### config.mk
export PLATFORM = sky130hd
export DESIGN_NAME = spd_wprot_ctrl
export DESIGN_NICKNAME = d
export VERILOG_FILES = /design/src/rtl/spd_wprot_ctrl.sv
export SDC_FILE = /design/constraint.sdc
export NUM_CORES = 1
export LEC_CHECK = 0
export CAP_MARGIN = 10
export CORE_AREA = 2 2 39 41
export CTS_CLUSTER_SIZE = 20
export DETAILED_ROUTE_END_ITERATION = 10
export DIE_AREA = 0 0 41 43
export DONT_BUFFER_PORTS = 1
export HOLD_SLACK_MARGIN = 0.08
export PLACE_DENSITY = 0.69
export SLEW_MARGIN = 20
export SYNTH_ARGS = -nofsm -noshare
export SYNTH_HDL_FRONTEND = slang
export SYNTH_SLANG_ARGS = --single-unit
### constraint.sdc
create_clock -name clk -period 1.3 [get_ports clk]
set_input_delay 0.13 -clock clk [delete_from_list [all_inputs] [get_ports clk]]
set_output_delay 0.13 -clock clk [all_outputs]
set_load 0.05 [all_outputs]
### src/rtl/spd_wprot_ctrl.sv
module spd_wprot_ctrl #(
  parameter int          AW        = 8,
  parameter logic [3:0]  MEM_CODE  = 4'hA,
  parameter logic [3:0]  PROT_CODE = 4'h6
) (
  input  logic          clk,
  input  logic          rst_n,
  input  logic          init_en,
  input  logic          init_perm,
  input  logic          init_rev,
  input  logic [7:0]    hdr_byte,
  input  logic [1:0]    phase,
  input  logic          byte_valid,
  input  logic [AW-1:0] word_addr,
  input  logic [2:0]    strap_pins,
  input  logic          wp_pin,
  input  logic          a0_hv,
  input  logic          stop_det,
  output logic          ack_o,
  output logic          commit_o,
  output logic          wcyc_o
);

  typedef enum logic [2:0] {C_NONE, C_MRD, C_MWR, C_SETP, C_SETR, C_CLRR} cls_t;

  logic perm_q, rev_q, pend_q;
  cls_t cls_q, hdr_cls;
  logic hdr_ack, dat_ack, ack_dec;

  wire code_mem  = hdr_byte[7:4] == MEM_CODE;
  wire code_prot = hdr_byte[7:4] == PROT_CODE;
  wire strap_ok  = hdr_byte[3:1] == strap_pins;
  wire rd_bit    = hdr_byte[0];

  wire is_setp = code_prot & ~a0_hv & strap_ok & ~rd_bit;
  wire is_stsp = code_prot & ~a0_hv & strap_ok &  rd_bit;
  wire is_setr = code_prot & a0_hv & (hdr_byte[3:0] == 4'b0010) & (strap_pins[2:1] == 2'b00);
  wire is_stsr = code_prot & a0_hv & (hdr_byte[3:0] == 4'b0011) & (strap_pins[2:1] == 2'b00);
  wire is_clrr = code_prot & a0_hv & (hdr_byte[3:0] == 4'b0110) & (strap_pins[2:1] == 2'b01);

  wire lower       = ~word_addr[AW-1];
  wire mem_blocked = wp_pin | (lower & (perm_q | rev_q));
  wire wr_cls      = (cls_q == C_MWR) | (cls_q == C_SETP) | (cls_q == C_SETR) | (cls_q == C_CLRR);

  always_comb begin
    hdr_cls = C_NONE;
    if (code_mem && strap_ok)   hdr_cls = rd_bit ? C_MRD : C_MWR;
    else if (perm_q)            hdr_cls = C_NONE;
    else if (is_setp)           hdr_cls = C_SETP;
    else if (is_setr && !rev_q) hdr_cls = C_SETR;
    else if (is_clrr)           hdr_cls = C_CLRR;
  end

  assign hdr_ack = (hdr_cls != C_NONE) | (code_prot & ~perm_q & (is_stsp | (is_stsr & rev_q)));

  always_comb begin
    case (cls_q)
      C_MWR:                 dat_ack = ~mem_blocked;
      C_SETP, C_SETR, C_CLRR: dat_ack = ~wp_pin;
      default:               dat_ack = 1'b0;
    endcase
  end

  always_comb begin
    case (phase)
      2'd0:    ack_dec = hdr_ack;
      2'd1:    ack_dec = wr_cls;
      2'd2:    ack_dec = dat_ack;
      default: ack_dec = 1'b0;
    endcase
  end

  assign ack_o    = byte_valid & ack_dec;
  assign commit_o = byte_valid & (phase == 2'd2) & (cls_q == C_MWR) & ~mem_blocked;

  always_ff @(posedge clk or negedge rst_n) begin
    if (!rst_n) begin
      cls_q  <= C_NONE;
      pend_q <= 1'b0;
      wcyc_o <= 1'b0;
    end else begin
      wcyc_o <= stop_det & wr_cls;
      if (stop_det) begin
        cls_q  <= C_NONE;
        pend_q <= 1'b0;
      end else if (byte_valid && phase == 2'd0) begin
        cls_q  <= hdr_ack ? hdr_cls : C_NONE;
        pend_q <= 1'b0;
      end else if (byte_valid && phase == 2'd2 && dat_ack && cls_q != C_MWR) begin
        pend_q <= 1'b1;
      end
    end
  end

  always_ff @(posedge clk) begin
    if (init_en) begin
      perm_q <= init_perm;
      rev_q  <= init_rev;
    end else if (rst_n && stop_det && pend_q) begin
      case (cls_q)
        C_SETP:  perm_q <= 1'b1;
        C_SETR:  rev_q  <= 1'b1;
        C_CLRR:  rev_q  <= 1'b0;
        default: ;
      endcase
    end
  end


  mem_hdr_ack_chk: assert property (@(posedge clk) disable iff (!rst_n)
    (byte_valid && phase == 2'd0 && hdr_byte[7:4] == MEM_CODE && hdr_byte[3:1] == strap_pins) |-> ack_o);


  lower_guard_chk: assert property (@(posedge clk) disable iff (!rst_n)
    (commit_o && !word_addr[AW-1]) |-> !(perm_q || rev_q));


  wp_no_commit_chk: assert property (@(posedge clk) disable iff (!rst_n)
    wp_pin |-> !commit_o);


  perm_sticky_chk: assert property (@(posedge clk) disable iff (!rst_n)
    (perm_q && !init_en) |=> perm_q);


  prot_hdr_refused_chk: assert property (@(posedge clk) disable iff (!rst_n)
    (perm_q && byte_valid && phase == 2'd0 && hdr_byte[7:4] == PROT_CODE) |-> !ack_o);


  wcyc_after_stop_chk: assert property (@(posedge clk) disable iff (!rst_n)
    wcyc_o |-> $past(stop_det));

endmodule

# Yosys cells after proc, flatten, opt, wreduce, memory -nomap -nowiden
# Index checks and enable logic that the tools add are counted.
# op_classes
add_sub_neg	0
mul	0
div	0
order_cmp	0
eq_ne	14
shift	0
mux	20
n_bitwise	33
reduce_logical	20
# op_table
op	count
$mux W3	8
$and A1 B1 Y1	20
$reduce_bool A3 Y1	3
$eq A4 B2 Y1 const B	2
$eq A4 B3 Y1 const B	2
$logic_and A1 B1 Y1	8
$mux W1	8
$or A1 B1 Y1	7
$eq A3 B2 Y1 const B	2
$eq A3 B3 Y1 const B	2
$not A1 Y1	6
$reduce_bool A2 Y1	3
$eq A2 B1 Y1 const B	2
$eq A4 B4 Y1 const B	1
$logic_not A2 Y1	2
$pmux W1 S2	2
$reduce_and A2 Y1	2
$eq A3 B3 Y1	1
$ne A3 B2 Y1 const B	1
$pmux W1 S3	1
$reduce_or A3 Y1	1
$eq A2 B2 Y1 const B	1
$mux W2	1
$logic_not A1 Y1	1
# totals
ff_bits	7
latchBits	0
ram_bits	0
romBits	0
in_bits	30
out_inout_bits	3
elab_cells	92
n_memories	0

# Logic depth before layout (Yosys ltp)
# logic_depth
word_depth	14
mapped_depth	5
ltp_nobuf	5

# Worst setup path after synthesis
# No wires, ideal clock.
# synth_path
kind	reg-to-output
start	register perm_q
end	output port ack_o
t_arrival_ns	1.491
setup_slack_ns	-0.321
stages_incl_launch_ff	6
path_buffers	0
cell_sequence	edfxtp_1 -> nor3b_1 -> a21oi_1 -> nor4b_2 -> o41ai_1 -> nand3_1
# synth_via
elab_chain_len	7
elab_cells_between_ends	14
cone_classes	mux (4); bitwise (9); reduce/logical (1)
# synth_lines
element	line_no	source
start: declaration	26	logic perm_q, rev_q, pend_q;
start signal: assignment	97	perm_q <= init_perm;
$or A1 B1 Y1	42	wire mem_blocked = wp_pin | (lower & (perm_q | rev_q));
$and A1 B1 Y1	42	
$or A1 B1 Y1	42	
$not A1 Y1	58	C_MWR: dat_ack = ~mem_blocked;
$pmux W1 S2	57	case (cls_q)
$pmux W1 S3 (*)	65	case (phase)
$and A1 B1 Y1 (*)	73	assign ack_o = byte_valid & ack_dec;
end: declaration	19	output logic ack_o,
# Mark *: on every way between the ends. The rest lies on a longest branch, timed or not.

# Worst setup path in the final report
# Ends and elaborated chain as after synthesis.

==> flow_summary.ini <==
[yosys]
ys_warn_count = 0
synthSimpleGateAreaFrac = 0.389
synth-seq-cells = 7
netlist_area_sq_um = 563
synth.area.mux_share = 0.0356
synth_xor_area_frac = 0.0622
synth_nets = 98
synth_compound_area_frac = 0.164
syn_inst = 68
syn_area_per_cell_sq_um = 8.28
synth_seq_area_share = 0.329
synthAdderAreaFrac = 0
synth_top_family_by_area = simple AND/OR/NAND/NOR gates
ys_types = 25

[clock_tree]
cts-root-buf = clkbuf_4
clkLatencyLatePin_ns = 0.24
clock_sink_count = 7
cts_buffers = 3
clk_pin_slew_ns = 0.05
cts_max_level = 1
cts_buffer_depth = 2
cts_tree = yes

[setup_path]
end_kind = primary output
critPathRequiredTime_ns = 1.17
critPathLaunchType = register
crit_slowest_cell = edfxtp_1
critical_path_class = reg2out
path_max_fanout = 3
arrival_ns = 1.65
path_buf_inv = 0
worstPathCellList = nor3b_2, a21oi_1, nor4b_2, o41ai_1, nand3_2
critPathMaxStageDelay_ns = 0.40
crit_family = simple AND/OR/NAND/NOR gates

[power]
combPwrFrac = 0.156
seqPwrFrac = 0.469
power_switching_share = 0.222
p_per_area_nw_per_um2 = 602
power_switching_uw = 113
ir_drop_mv = 0.533
internal-power_uw = 394
p_clk_frac = 0.375
leakage_uw = 0.000297

[placement]
place_congestion = 0.829
port_buffers = 0
place_area_sq_um = 702
dp_hpwl_um = 1140
dp.cells = 96

[drt]
firstDrtPassIters = 2
routedWlPerCell_um = 13.4
wirelength_um = 1430
dr_total_vias = 571
routed_via_density = 5.34
final_antenna_net_count = 0
dr.first_iter.drc_count = 2
drcViolationCount = 0

[cells_and_area]
finalNonFillerCells = 107
antenna_cells = 0
drive_gt1_frac = 0.341
final_util = 0.608
area_delta_synth_final_pct = 49.6
fin_area_sq_um = 842
nets = 122

[global_route]
gr-total-overflow = 0
grt_max_degree = 6
antenna_found_initial = 0
grt_pass1_wl_um = 2190
grt_pass1_vias = 558
track_usage = 0.192

[floorplan]
die-area_sq_um = 1760
rows = 14
io_pins = 33
start_util = 0.407
die_x_um = 41
die_h_um = 43
design.core.area_sq_um = 1380

[timing]
slew_violations = 0
whs_ns = 0.0969
fin_setup_tns_ns = -1.04
rsz0062_at_grt = yes
min_period_over_period = 1.37
max_freq_mhz = 560
setup_viol = 5
layout_setup_ws_ns = -0.485
max-slew-margin-rel = 0.683
fin_skew_ns = 0.00155
hold_viol = 0
fin_crit_ns = 1.78
tightest_slew_ns = 0.476

[run_status]
violations = setup timing
status = finished with violations

[worst_hold_path]
hold_class = in2reg

[job]
drv_cap = 0
flip-flops by register name, summed over array words and instances, names as in the netlist:
register  flops
rev_q         1
pend_q        1
wcyc_o        1
perm_q        1
cls_q         3
power by group through the flow:
stage	clock network (uW)	registers [uW]	logic, uW
2_1_floorplan	0	241	46.6
3_3_place_gp	0	241	60.7
3_5_place_dp	0	241	61.8
4_1_cts	205	237	79.2
5_1_grt	208	238	87.3
6_report	190	238	79.1
cell type report:
class	count	area, sq um
Tap cell	16	20.0
Timing Repair Buffer	20	180
Inverter	2	7.51
Sequential cell	7	185
Multi-Input combinational cell	58	423
Fill cell	132	542
Clock buffer	4	26.3
cells in the final DEF (no fill, tap or decap), types with 2 or more instances in the layout:
cell,count
buf_6,2
nor2b_1,5
a21oi_2,2
mux2i_1,2
nor3b_2,2
nor2_1,6
nand2b_1,4
nand3b_1,2
nand3_1,6
dlygate4sd3_1,4
xnor2_1,4
buf_4,13
dfrtp_1,5
nor3_1,2
nand2_1,2
clkbuf_4,3
edfxtp_1,2
a21oi_1,5
o21bai_1,2
inv_1,2
per-layer routing:
layer | routed length [um] | share of wire | global-route usage | vias to the layer above
li1 | - | - | - | 296
met1 | 570 | 0.40 | 0.198 | 255
met2 | 758 | 0.53 | 0.328 | 18
met3 | 91 | 0.064 | 0.0366 | 2
met4 | 9 | 0.0063 | 0.120 | 0
met5 | 0 | 0 | 0 | -
cell usage after synthesis, drive strengths merged:
cell type,instances,area [sq um]
xnor2,4,35.0
nor2,8,30.0
nand2b,4,25.0
a21oi,7,35.0
inv,2,7.51
nand3b,2,15.0
mux2i,2,20.0
edfxtp,2,60.1
nor3,2,10.0
nor4b,2,23.8
a21o,1,7.51
a211oi,1,7.51
o21bai,2,15.0
o21ai,2,10.0
clkbuf,1,3.75
nor3b,3,22.5
nand4,1,6.26
o41ai,1,8.76
and4bb,1,12.5
nand3,7,35.0
nor2b,5,31.3
dfrtp,5,125
nand2,2,7.51
o31a,1,8.76
path summary, 6_finish.rpt:
kind                                      start              endpoint  slack, ns  cells after the start
max                        perm_q$_SDFFCE_PN1P_                 ack_o      -0.48                      5
min                                     init_en       rev_q$_DFFE_PP_        0.1                      1
max reg2reg                perm_q$_SDFFCE_PN1P_  cls_q[1]$_DFFE_PN0N_      -0.13                      6
min reg2reg                  pend_q$_DFFE_PN0P_    pend_q$_DFFE_PN0P_       0.59                      2
max in group asynchronous                 rst_n  cls_q[2]$_DFFE_PN0N_       0.92                      1
min in group asynchronous                 rst_n  cls_q[0]$_DFFE_PN0N_       0.18                      1
logic make-up after synthesis:
family	Yosys count
flip-flops	7
multiplexers	2
buffers and inverters	3
XOR/XNOR	4
AND/OR/NAND/NOR	37
AO/OA/AOI/OAI	15
stage by stage:
stage | total power (uW) | setup slack, ns
floorplan | 287 | -0.133
finish | 507 | -0.485
global route | 533 | -0.585
CTS | 521 | -0.499
detailed placement | 303 | -0.253
global placement | 302 | -0.214
repair_timing:
action	in CTS	in global routing
buffers inserted	6	3
pin swaps	6	4
gates resized for setup	10	2
setup endpoints to repair	6	7
gates cloned	0	0
hold endpoints to repair	11	0
hold buffers	4	0
(Power assumes the default switching activity.)
